<file path="src/rtl/opnd_addr_unit.sv">
module opnd_addr_unit #(
  parameter int AW = 16,
  parameter bit IMPLICIT_IDX = 1'b0
) (
  input  logic          clk,
  input  logic          rst_n,
  input  logic          start,
  input  logic [3:0]    mode,
  input  logic [1:0]    size_code,
  input  logic [AW-1:0] reg_a,
  input  logic [AW-1:0] reg_b,
  input  logic [AW-1:0] idx_reg,
  input  logic [AW-1:0] cnst,
  output logic          mem_req,
  output logic [AW-1:0] mem_addr,
  input  logic [AW-1:0] mem_rdata,
  input  logic          mem_rvalid,
  output logic [AW-1:0] res_val,
  output logic          res_is_addr,
  output logic [AW-1:0] wb_data,
  output logic          wb_en,
  output logic          done
);
  localparam logic [3:0] M_IMM = 4'd0, M_REG = 4'd1, M_DIR = 4'd2, M_RIND = 4'd3;
  localparam logic [3:0] M_POSTINC = 4'd4, M_PREINC = 4'd5, M_POSTDEC = 4'd6, M_PREDEC = 4'd7;
  localparam logic [3:0] M_DISP = 4'd8, M_IDX = 4'd9, M_MIND = 4'd10;

  typedef enum logic [1:0] {S_IDLE, S_PTR, S_DONE} st_t;
  st_t state;

  logic [AW-1:0] res_q, wb_q;
  logic          addr_q, wben_q;
  logic [AW-1:0] n_res, n_wb;
  logic          n_addr, n_wben;

  logic [AW-1:0] step, inc_v, dec_v, second;
  assign step   = (size_code == 2'd0) ? AW'(1) : (size_code == 2'd1) ? AW'(2) : AW'(4);
  assign inc_v  = reg_a + step;
  assign dec_v  = reg_a - step;
  assign second = IMPLICIT_IDX ? idx_reg : reg_b;

  always_comb begin
    n_res  = '0;
    n_wb   = '0;
    n_addr = 1'b1;
    n_wben = 1'b0;
    case (mode)
      M_IMM:     begin n_res = cnst;  n_addr = 1'b0; end
      M_REG:     begin n_res = reg_a; n_addr = 1'b0; end
      M_DIR:     n_res = cnst;
      M_RIND:    n_res = reg_a;
      M_POSTINC: begin n_res = reg_a; n_wb = inc_v; n_wben = 1'b1; end
      M_PREINC:  begin n_res = inc_v; n_wb = inc_v; n_wben = 1'b1; end
      M_POSTDEC: begin n_res = reg_a; n_wb = dec_v; n_wben = 1'b1; end
      M_PREDEC:  begin n_res = dec_v; n_wb = dec_v; n_wben = 1'b1; end
      M_DISP:    n_res = cnst + reg_a;
      M_IDX:     n_res = reg_a + second;
      M_MIND:    n_res = reg_a;
      default:   n_addr = 1'b0;
    endcase
  end

  always_ff @(posedge clk) begin
    if (!rst_n) begin
      state  <= S_IDLE;
      res_q  <= '0;
      wb_q   <= '0;
      addr_q <= 1'b0;
      wben_q <= 1'b0;
    end else begin
      case (state)
        S_IDLE: if (start) begin
          res_q  <= n_res;
          wb_q   <= n_wb;
          addr_q <= n_addr;
          wben_q <= n_wben;
          state  <= (mode == M_MIND) ? S_PTR : S_DONE;
        end
        S_PTR: if (mem_rvalid) begin
          res_q <= mem_rdata;
          state <= S_DONE;
        end
        default: state <= S_IDLE;
      endcase
    end
  end

  assign done        = (state == S_DONE);
  assign mem_req     = (state == S_PTR);
  assign mem_addr    = res_q;
  assign res_val     = res_q;
  assign res_is_addr = addr_q;
  assign wb_data     = wb_q;
  assign wb_en       = done & wben_q;


  done_pulse_chk: assert property (@(posedge clk) disable iff (!rst_n) done |=> !done);

  wb_in_done_chk: assert property (@(posedge clk) disable iff (!rst_n) wb_en |-> done);

  wb_mode_chk: assert property (@(posedge clk) disable iff (!rst_n)
    (state == S_IDLE && start && (mode < M_POSTINC || mode > M_PREDEC)) |=> !wb_en);

  ptr_hold_chk: assert property (@(posedge clk) disable iff (!rst_n)
    (mem_req && !mem_rvalid) |=> (mem_req && $stable(mem_addr)));

  ptr_load_chk: assert property (@(posedge clk) disable iff (!rst_n)
    (mem_req && mem_rvalid) |=> (done && res_is_addr && res_val == $past(mem_rdata)));

  one_cycle_chk: assert property (@(posedge clk) disable iff (!rst_n)
    (state == S_IDLE && start && mode != M_MIND) |=> done);
endmodule

</file>
<file path="config.mk">
export PLATFORM = sky130hd
export DESIGN_NAME = opnd_addr_unit
export DESIGN_NICKNAME = d
export VERILOG_FILES = /design/src/rtl/opnd_addr_unit.sv
export SDC_FILE = /design/constraint.sdc
export NUM_CORES = 1
export LEC_CHECK = 0
export BUFFER_PORTS_ARGS = -buffer_cell sky130_fd_sc_hd__buf_2
export CAP_MARGIN = 10
export CORE_MARGIN = 10
export CORE_UTILIZATION = 55
export DETAILED_ROUTE_END_ITERATION = 12
export MAX_ROUTING_LAYER = met4
export PLACE_DENSITY = 0.93
export RECOVER_POWER = 100
export SLEW_MARGIN = 0
export SYNTH_ARGS = -nofsm -noshare
export SYNTH_HDL_FRONTEND = slang
export SYNTH_SLANG_ARGS = --single-unit
</file>
<file path="constraint.sdc">
create_clock -name clk -period 7.3 [get_ports clk]
set_input_delay 0.73 -clock clk [delete_from_list [all_inputs] [get_ports clk]]
set_output_delay 0.73 -clock clk [all_outputs]
set_load 0.01 [all_outputs]
</file>
==> results of run 1 <==
==> power groups by stage <==
stage / combinational [uW] / clock, uW / sequential (uW)
floorplan: 168 / 0 / 224
global placement: 252 / 0 / 219
detailed placement: 258 / 0 / 220
CTS: 260 / 175 / 216
global route: 279 / 182 / 218
finish: 256 / 175 / 217
==> metrics by stage <==
step / utilization, % / cell area, um2 / instances / hold WS (ns) / total power, uW
after floorplan: - / 3809 / 476 / 0.4703 / 392.1
after global placement: 64.04 / 4327 / 644 / 0.4546 / 471.6
after detailed placement: 64.04 / 4327 / 644 / 0.4698 / 478.2
after CTS: 65.63 / 4434 / 652 / 0.4793 / 650.5
after global routing: 63.74 / 4307 / 652 / 0.5188 / 678.8
final: 63.74 / 4307 / 652 / 0.4825 / 647.9
==> logic make-up (layout without fill, tap and decap cells) <==
kind of cell,after synthesis,in the layout,synth area share [%]
xor+xnor,28,28,6.439
mux,21,21,6.045
simple gates,158,158,22.37
buf+inv,51,147,7.030
fa+ha+maj,27,27,9.461
flops,36,36,18.92
compound gates,155,155,29.73
==> metal layers <==
metal  GRT usage, %  vias to the layer above  routed length (um)
li1               -                     1954                   -
met1          34.77                     1987                6061
met2          41.49                      245                6439
met3          4.319                       29                1283
met4          8.556                        0                 360
met5              -                        -                   0
==> cells in the final DEF (no fill, tap or decap), types with 9 or more instances in the layout <==
cell type  synthesis  final
a21o_1            10     10
a21oi_1           27     27
a221oi_1          13     14
a22oi_1           14     14
buf_2              7     72
clkbuf_1          15     54
dfxtp_1           36     36
ha_1              24     24
inv_1             10     10
mux2_2            16     14
nand2_1           45     45
nand3_1           14     14
nor2_1            28     30
nor2b_1           19     19
nor3_1             9      9
o21ai_0           23     27
xnor2_1           14     14
xor2_1            14     14
==> layout make-up <==
type | count | area share, %
Multi-Input combinational cell | 389 | 64.06
Sequential cell | 36 | 16.73
Timing Repair Buffer | 127 | 13.34
Tap cell | 80 | 2.324
Clock buffer | 6 | 1.685
Inverter | 12 | 1.046
Clock inverter | 2 | 0.8135
==> state kept, by name, summed over array words and instances (netlist names) <==
name / flops
mem_addr: 16
wb_data: 16
state: 2
res_is_addr: 1
wben_q: 1
==> cell usage after synthesis, types with 13 or more instances <==
library cell | number | area, um2
buf_4 | 16 | 120.1
xor2_1 | 14 | 122.6
xnor2_1 | 14 | 122.6
mux2_2 | 16 | 180.2
nor2_1 | 28 | 105.1
a21oi_1 | 27 | 135.1
dfxtp_1 | 36 | 720.7
o21ai_0 | 23 | 115.1
nor2b_1 | 19 | 118.9
a221oi_1 | 13 | 113.9
clkbuf_1 | 15 | 56.30
ha_1 | 24 | 300.3
nand3_1 | 14 | 70.07
nand2_1 | 45 | 168.9
a22oi_1 | 14 | 105.1
==> tightest hold or removal path, stage by stage (launching register included) <==
cell and delay, ns:
dfxtp_1 0.32, nand3_1 0.06, o21ai_1 0.05
==> final timing paths <==
kind	startpoint	cells past startpoint	endpoint
worst min register to register	mem_addr[6]	2	mem_addr[6]
worst max-delay path	mode[1]	12	mem_addr[15]
worst max register to register	state[1]	6	mem_addr[9]
worst min-delay path	mem_addr[6]	2	mem_addr[6]
==> summary.txt, run 1 <==
Clocking
  – Root Buffer: clkbuf_8
  – Post_cts resized: 0
  – TritonCTS clock tree: yes
  – Postcts setup bufs: 0
  – Hold-fix buffers, CTS: 0
  – Skew-Pair Late Insertion Delay: 0.29 ns
  – H-tree Lvls: 2
  – Worst-path clk slew: 0.07 ns
  – Clock Sinks: 36
  – Cts bufs inserted: 5
  – Clock buffer depth: 2

Placement
  – Buffers on Ports: 125
  – Gpl congestion: 1.024
  – Dpl hpwl: 11,350 um
  – Pre-CTS WS: 2.970 ns

Power and ir drop
  – Reg power frac: 33.5%
  – Psw: 240.5 uW
  – Comb power frac: 39.5%
  – Peak supply drop: 67.06 uV
  – Int Pwr: 407.4 uW
  – Clock power frac: 27.0%
  – Sw Ratio: 37.12%
  – LEAKAGE: 0.001771 uW
  – Pwr dens: 150.4 mW/mm2

Yosys
  – Syn Nets: 593
  – Register area share after synthesis: 18.92%
  – Synth async-reset ratio: 0%
  – Post-synth EDFFs: 0
  – Post-synthesis cell type count: 73
  – Cells after Synth: 476
  – Post-Synthesis Cell Area: 0.003809 mm2
  – YS warnings: 0
  – Post-synthesis register bit count: 36
  – Syn_area_per_cell: 8.001 um2
  – Ys flop type: dfxtp_1

Routing
  – Wirelength, routed: 14,150 um
  – Initial DRC count: 322
  – Vias/cell: 6.465
  – Routed len/inst: 21.69 um
  – DRT antenna net count: 0
  – Via count of the routed design: 4,215
  – TritonRoute pass-1 iters: 5
  – DRC Markers: 0

STA
  – Minimum clock period after layout: 5.060 ns
  – Slew @ Worst Pin: 1.424 ns
  – Relative slew slack: 4.746%
  – Max Slew Vio Count: 0
  – Count of final hold-check violations: 0
  – Setup violators final: 0
  – Post-route clock period utilization: 69.32%
  – Unrepaired setup endpoints after global routing: false
  – Fmax: 197.6 MHz
  – Final setup skew: 0.003731 ns
  – Worst setup margin: 2.240 ns
  – Final setup TNS: 0 ns

Finish
  – Multi-input logic area: 0.002759 mm2
  – Register area: 720.7 um2
  – N_diodes: 0
  – Fillers: 660
  – Layout cell share with drive strength beyond 1: 18.36%
  – Nets@finish: 688
  – Area grow syn2layout: 13.07%

Critical path
  – Critical path, cell by cell: clkbuf_1 -> nand2b_1 -> nor2_1 -> mux2_2 -> ha_1 -> and3_1 -> a221oi_1 -> a2111oi_0 -> a211o_1 -> or3_1 -> nand3_1 -> a21oi_1
  – Worst Path Buf+Inv: 1
  – Critical Path End Type: register
  – Critical path's largest stage delay: 1.07 ns
  – Crit path kind: input port to register
  – CP arrival: 5.24 ns
  – Worst EP required: 7.48 ns
  – Startpoint class of the critical path: input port
  – CP top delay family: simple AND/OR/NAND/NOR gates
  – Worst path slowest cell: nor2_1
  – Crit Path Max Fanout: 16
  – R2R setup slack: 4.81 ns

Floorplanning
  – I/O Pins: 142
  – Row count: 30
  – Core area: 0.006756 mm2
  – Die height: 103.2 um
  – Die Wd: 103.2 um
  – Die area: 0.01065 mm2
  – Initial Util: 56.37%

Min path
  – Worst hold path type: register to register

Status
  – Status: complete, no violations

GRT
  – Antenna violations before repair: 0
  – Global route total overflow: 0
  – Number of global-route vias before repair: 4,077
  – Largest net degree at the start of global routing: 42
  – First-pass GRT wire length: 21,830 um
  – Total GRT Usage: 26.74%

Flow run
  – # Max-Cap Violations: 0
Power figures use the tool's default switching activity.
==> inputs of run 2 (changes only) <==
--- a/config.mk
+++ b/config.mk
@@ -5,13 +5,14 @@
 export SDC_FILE = /design/constraint.sdc
 export NUM_CORES = 1
 export LEC_CHECK = 0
+export ABC_AREA = 1
 export BUFFER_PORTS_ARGS = -buffer_cell sky130_fd_sc_hd__buf_2
 export CAP_MARGIN = 10
 export CORE_MARGIN = 10
-export CORE_UTILIZATION = 55
+export CORE_UTILIZATION = 47
 export DETAILED_ROUTE_END_ITERATION = 12
 export MAX_ROUTING_LAYER = met4
-export PLACE_DENSITY = 0.93
+export PLACE_DENSITY = 0.83
 export RECOVER_POWER = 100
 export SLEW_MARGIN = 0
 export SYNTH_ARGS = -nofsm -noshare
==> constraint.sdc (replaced) <==
create_clock -name clk -period 4.6 [get_ports clk]
set_input_delay 0.46 -clock clk [delete_from_list [all_inputs] [get_ports clk]]
set_output_delay 0.46 -clock clk [all_outputs]
set_load 0.01 [all_outputs]
==> summary.txt, run 2 <==
Critical path
  – CP dominant cell by count: nand2_1
  – Worst Path Buf+Inv: 5
  – Critical Path End Type: register
  – Critical path, cell by cell: clkbuf_1 -> inv_1 -> nor2_4 -> nand2_1 -> inv_1 -> nand2_1 -> nand2_1 -> ha_1 -> inv_1 -> fa_1 -> inv_1 -> nand3_1 -> nand2_1 -> nand2_1 -> nand2_1 -> a21oi_1 -> o21ai_0 -> nand2_1 -> o21ai_0 -> nand2_1
  – Reg2Reg Launch Point: state[1]
  – RR Endpoint: mem_addr[6]
  – CP top delay family: simple AND/OR/NAND/NOR gates
  – Startpoint class of the critical path: input port
  – Crit Path Max Fanout: 22
  – Crit path kind: input port to register
  – CP arrival: 3.68 ns
  – Critical path depth in cells: 20
  – Critical path's largest stage delay: 0.56 ns
  – Worst EP required: 4.78 ns
  – R2R depth: 10
  – Worst path slowest cell: inv_1
  – R2R setup slack: 1.58 ns

Routing
  – TritonRoute pass-1 iters: 6
  – Routed len/inst: 15.61 um
  – DRC Markers: 0
  – DRT antenna net count: 0
  – Wirelength, routed: 15,210 um
  – Via count of the routed design: 5,280
  – Vias/cell: 5.421
  – Initial DRC count: 420

Clocking
  – Postcts setup bufs: 0
  – TritonCTS clock tree: yes
  – Clock buffer depth: 2
  – H-tree Lvls: 2
  – Cts bufs inserted: 5
  – Root Buffer: clkbuf_8
  – Hold-fix buffers, CTS: 0
  – Skew-Pair Late Insertion Delay: 0.30 ns
  – Worst-path clk slew: 0.07 ns
  – Clock Sinks: 36
  – Post_cts resized: 0

Yosys
  – Area fraction in compound gates after synthesis: 15.71%
  – Simple logic cell fraction of the synthesized area: 43.77%
  – Top cell type by total area after synthesis: nand2_1
  – Post-synthesis cell type count: 38
  – Cells after Synth: 767
  – Largest family of logic cells by synthesized area: simple AND/OR/NAND/NOR gates
  – Ys flop type: dfxtp_1
  – Syn Nets: 884
  – Register area share after synthesis: 16.54%
  – Most numerous cell in the Yosys netlist: nand2_1
  – Post-synthesis mux area share: 0%
  – YS warnings: 0
  – Post-Synthesis Cell Area: 0.004357 mm2
  – Post-Synth Adder-Cell Area: 8.271%
  – Largest cells by area after synthesis: nand2_1, dfxtp_1, nand3_1
  – Synth async-reset ratio: 0%
  – Post-synthesis xor/xnor area fraction: 1.809%
  – Syn_area_per_cell: 5.680 um2
  – Synth top area share: 23.09%
  – Post-synth top cells: nand2_1, nand3_1, inv_1, a21oi_1, nor2_1
  – Post-synthesis register bit count: 36
  – Post-synth EDFFs: 0

Finish
  – Final Util: 53.41%
  – Layout cell share with drive strength beyond 1: 12.40%
  – Nets@finish: 979
  – Area grow syn2layout: 12.21%
  – Register area: 720.7 um2
  – Fillers: 998
  – Most frequent cells in the layout: nand2_1, nand3_1, inv_1
  – Multi-input logic area: 0.003015 mm2
  – Commonest non-fill, non-tap cell in the layout: nand2_1
  – N_diodes: 0
  – Non-filler cells in the finished layout: 974

STA
  – Final hold slack: 0.4450 ns
  – Final setup skew: 0.009657 ns
  – Slew @ Worst Pin: 0.8724 ns
  – Post-route clock period utilization: 76.01%
  – Final setup TNS: 0 ns
  – Unrepaired setup endpoints after global routing: false
  – Fmax: 286.0 MHz
  – Count of final hold-check violations: 0
  – Setup violators final: 0
  – Minimum clock period after layout: 3.496 ns
  – Relative slew slack: 41.63%
  – Max Slew Vio Count: 0

Power and ir drop
  – LEAKAGE: 0.002512 uW
  – Pwr dens: 214.4 mW/mm2
  – Peak supply drop: 127.3 uV

Min path
  – Worst hold path type: input port to register
  – Worst hold stages: 3
  – Min-delay src: mem_rvalid
  – Min-Delay Endpoint: state[0]

Floorplanning
  – I/O Pins: 142
  – Initial Util: 47.60%
  – Core area: 0.009153 mm2
  – Die area: 0.01352 mm2
  – Row count: 35
  – Die height: 116.3 um
  – Die Wd: 116.3 um

GRT
  – Global route total overflow: 0
  – First-pass GRT wire length: 23,670 um
  – Antenna violations before repair: 0
  – Largest net degree at the start of global routing: 23
  – Total GRT Usage: 22.28%
  – M1 GR Usage: 28.52%
  – GRT busiest layer: met2
  – M3 GR Usage: 4.058%
  – Met2 Use GR: 35.33%
  – Number of global-route vias before repair: 4,866

Placement
  – Dpl hpwl: 12,480 um
  – Placed cells: 966
  – Buffers on Ports: 125
  – Gpl congestion: 1.031

Flow run
  – # Max-Cap Violations: 0

Status
  – Status: complete, no violations
-- run 2: cell types whose count changed after synthesis, sizes merged, moves of 16 or more --
cell,previous run,this run
mux2,16,0
o21ai,28,44
nor2b,19,0
a21oi,27,67
nand3,14,82
inv,10,84
nor2,31,61
nand2,45,276
-- run 2: cell type report --
class	instances	share of cell area, %
multi-input combinational	604	61.68
sequential	36	14.74
timing repair buffer	127	11.59
inverter	88	6.783
tap	111	2.841
clock buffer	5	1.408
clock inverter	3	0.9470
-- run 2: worst min-delay path, delay by kind of cell --
kind,cells,cell delay [ns]
AND/OR/NAND/NOR,1,0.10
buffers and inverters,1,0.09
AO/OA/AOI/OAI,1,0.05
-- run 2: cells by family (layout without fill, tap and decap cells) --
group	Yosys count	count (layout)
xor gates and xnor gates	9	9
buffers and inverters	127	223
and+or+nand+nor	441	441
AOI/OAI and AO/OA	127	127
DFF	36	36
adders and majority gates	27	27
-- run 2: layer usage --
layer | part of all wire (%) | wire length [um]
met1 | 44 | 6728
met2 | 44 | 6672
met3 | 9.6 | 1459
met4 | 2.3 | 345
met5 | 0 | 0
-- run 2: per-stage QoR --
step | setup WS, ns | power (uW) | cell area [um2]
finish | 1.104 | 1048 | 4888
global route | 0.7725 | 1120 | 4888
CTS | 1.380 | 1055 | 4977
detailed placement | 1.067 | 767.5 | 4862
global placement | 1.091 | 764.2 | 4862
floorplan | 2.000 | 640.0 | 4357
-- run 2: where the power goes --
part	switching (uW)	internal, uW
Clock	126	163
Combinational	278	138
Sequential	12.2	330
-- run 2: worst max-delay path by stage --
stage	end	startpoint
2_1_floorplan	mem_addr[14]	mode[3]
3_3_place_gp	mem_addr[6]	mode[2]
5_1_grt	mem_addr[6]	mode[3]
6_report	mem_addr[6]	mode[3]
3_5_place_dp	mem_addr[6]	mode[2]
4_1_cts	mem_addr[6]	mode[2]
==> inputs of run 3 (changes only) <==
--- a/config.mk
+++ b/config.mk
@@ -5,11 +5,11 @@
 export SDC_FILE = /design/constraint.sdc
 export NUM_CORES = 1
 export LEC_CHECK = 0
-export ABC_AREA = 1
+export ABC_AREA = 0
 export BUFFER_PORTS_ARGS = -buffer_cell sky130_fd_sc_hd__buf_2
 export CAP_MARGIN = 10
 export CORE_MARGIN = 10
-export CORE_UTILIZATION = 47
+export CORE_UTILIZATION = 46
 export DETAILED_ROUTE_END_ITERATION = 12
 export MAX_ROUTING_LAYER = met4
 export PLACE_DENSITY = 0.83
==> constraint.sdc (replaced) <==
create_clock -name clk -period 3.1 [get_ports clk]
set_input_delay 0.31 -clock clk [delete_from_list [all_inputs] [get_ports clk]]
set_output_delay 0.31 -clock clk [all_outputs]
set_load 0.01 [all_outputs]
==> summary.txt, run 3 (synthesized netlist as in run 1, its figures left out) <==
Floorplanning
  – Die Wd: 111.0 um
  – Die area: 0.01232 mm2
  – Die height: 111.0 um
  – I/O Pins: 142
  – Core area: 0.008134 mm2
  – Initial Util: 46.82%
  – Row count: 33

Finish
  – Nets@finish: 720
  – Area grow syn2layout: 21.65%
  – Most frequent cells in the layout: buf_2, clkbuf_1, nand2_1
  – Commonest non-fill, non-tap cell in the layout: buf_2
  – Layout cell share with drive strength beyond 1: 23.18%
  – Final Util: 56.96%
  – Fillers: 802
  – Register area: 720.7 um2
  – N_diodes: 0
  – Multi-input logic area: 0.002831 mm2

Placement
  – Gpl congestion: 0.9640
  – Pre-CTS WS: -0.1220 ns
  – Buffers on Ports: 125
  – Dpl hpwl: 11,710 um

STA
  – Unrepaired setup endpoints after global routing: false
  – Post-route clock period utilization: 94.61%
  – Minimum clock period after layout: 2.933 ns
  – Max Slew Vio Count: 0
  – Relative slew slack: 36.01%
  – Final setup skew: 0.01344 ns
  – Fmax: 340.9 MHz
  – Count of final hold-check violations: 0
  – Worst setup margin: 0.1670 ns
  – Setup violators final: 0
  – Slew @ Worst Pin: 0.9598 ns

Critical path
  – Critical path, cell by cell: buf_2 -> nand2b_1 -> nor2_4 -> mux2_2 -> ha_1 -> a21o_1 -> a221oi_4 -> a2111oi_1 -> a211o_1 -> or3_1 -> nand3_1 -> a21oi_1
  – Startpoint class of the critical path: input port
  – Crit path kind: input port to register
  – Critical Path End Type: register
  – Reg2Reg Launch Point: state[0]
  – CP arrival: 3.11 ns
  – Worst EP required: 3.28 ns
  – Critical path's largest stage delay: 0.42 ns
  – Worst path slowest cell: a221oi_4
  – Crit Path Max Fanout: 6
  – CP top delay family: compound AO/OA/AOI/OAI gates
  – Crit path launch: mode[1]
  – Worst Path Buf+Inv: 1

Flow run
  – # Max-Cap Violations: 0

Clocking
  – Hold-fix buffers, CTS: 0
  – TritonCTS clock tree: yes
  – Cts bufs inserted: 5
  – H-tree Lvls: 2
  – Skew-Pair Late Insertion Delay: 0.29 ns
  – Clock buffer depth: 2
  – Postcts setup bufs: 0
  – Post_cts resized: 0
  – Worst-path clk slew: 0.08 ns
  – Root Buffer: clkbuf_8
  – Clock Sinks: 36

Routing
  – Wirelength, routed: 13,980 um
  – DRC Markers: 0
  – TritonRoute pass-1 iters: 5
  – Initial DRC count: 349
  – Via count of the routed design: 4,270
  – DRT antenna net count: 0
  – Routed len/inst: 19.72 um
  – Vias/cell: 6.023

GRT
  – Largest net degree at the start of global routing: 42
  – Antenna violations before repair: 0
  – Total GRT Usage: 22.01%
  – Number of global-route vias before repair: 4,278
  – Global route total overflow: 0
  – First-pass GRT wire length: 22,200 um

Power and ir drop
  – Pwr dens: 321.9 mW/mm2
  – Peak supply drop: 154.3 uV
  – LEAKAGE: 0.001932 uW

Min path
  – Min-delay src: mem_rdata[6]
  – Worst hold path type: input port to register

Status
  – Status: complete, no violations
-- run 3: cell types whose count changed in the layout (fill, tap and decap cells not counted), moves of 10 or more --
| cell | delta |
|---|---|
| mux2_2 | +12 |
| inv_1 | -70 |
| nand2_1 | -228 |
| nor2b_1 | +19 |
| buf_4 | +30 |
| a21o_1 | +10 |
| a221oi_1 | +13 |
| a21oi_1 | -37 |
| xnor2_1 | +12 |
| nor2_1 | -22 |
| nand3_1 | -67 |
| o21ai_0 | -17 |
-- run 3: worst reg2reg max path, cell delays in order (launching register included) --
cell	delay, ns
dfxtp_1	0.41
nand2b_1	0.25
nand2b_1	0.24
clkbuf_1	0.75
nor2_1	0.39
a22oi_1	0.26
nor2b_1	0.08
-- run 3: worst paths after layout --
check	end	slack (ns)	cells past startpoint
worst max-delay path	mem_addr[15]	0.17	12
worst min-delay path	mem_addr[6]	0.33	3
worst max register to register	wb_data[14]	0.61	6
worst min register to register	wb_data[1]	0.46	2
-- run 3: cell type report --
cell class	count	area share, %
tap	105	2.836
inverter	12	0.9722
multi-input combinational	389	61.11
clock buffer	5	1.485
sequential	36	15.55
clock inverter	3	0.4051
timing repair buffer	159	17.63
-- run 3: stage by stage --
| stage | hold WS [ns] | TNS, ns | cell area (um2) | power, uW | cells |
|---|---|---|---|---|---|
| after floorplan | 0.4703 | 0 | 3835 | 928.5 | 476 |
| after global placement | 0.4511 | -0.1544 | 4627 | 1166 | 701 |
| after detailed placement | 0.4584 | -0.4265 | 4627 | 1178 | 701 |
| after CTS | 0.3410 | 0 | 4715 | 1502 | 709 |
| after global routing | 0.3759 | 0 | 4633 | 1579 | 709 |
| final | 0.3329 | 0 | 4633 | 1491 | 709 |
-- run 3: metal layers --
metal  GRT usage, %  part of all wire (%)  vias to the layer above
met4          7.552                   2.8                        0
met3          4.275                   7.6                       30
li1               -                     -                     2026
met1          27.02                    43                     2009
met5              -                     0                        -
met2          35.22                    47                      205
-- run 3: where the power goes --
group          switching [uW]  internal, uW  leakage, uW
Combinational             375           276      0.00159
Clock                     174           157    0.0000479
Sequential               20.7           490     0.000294
Total                     570           922      0.00193
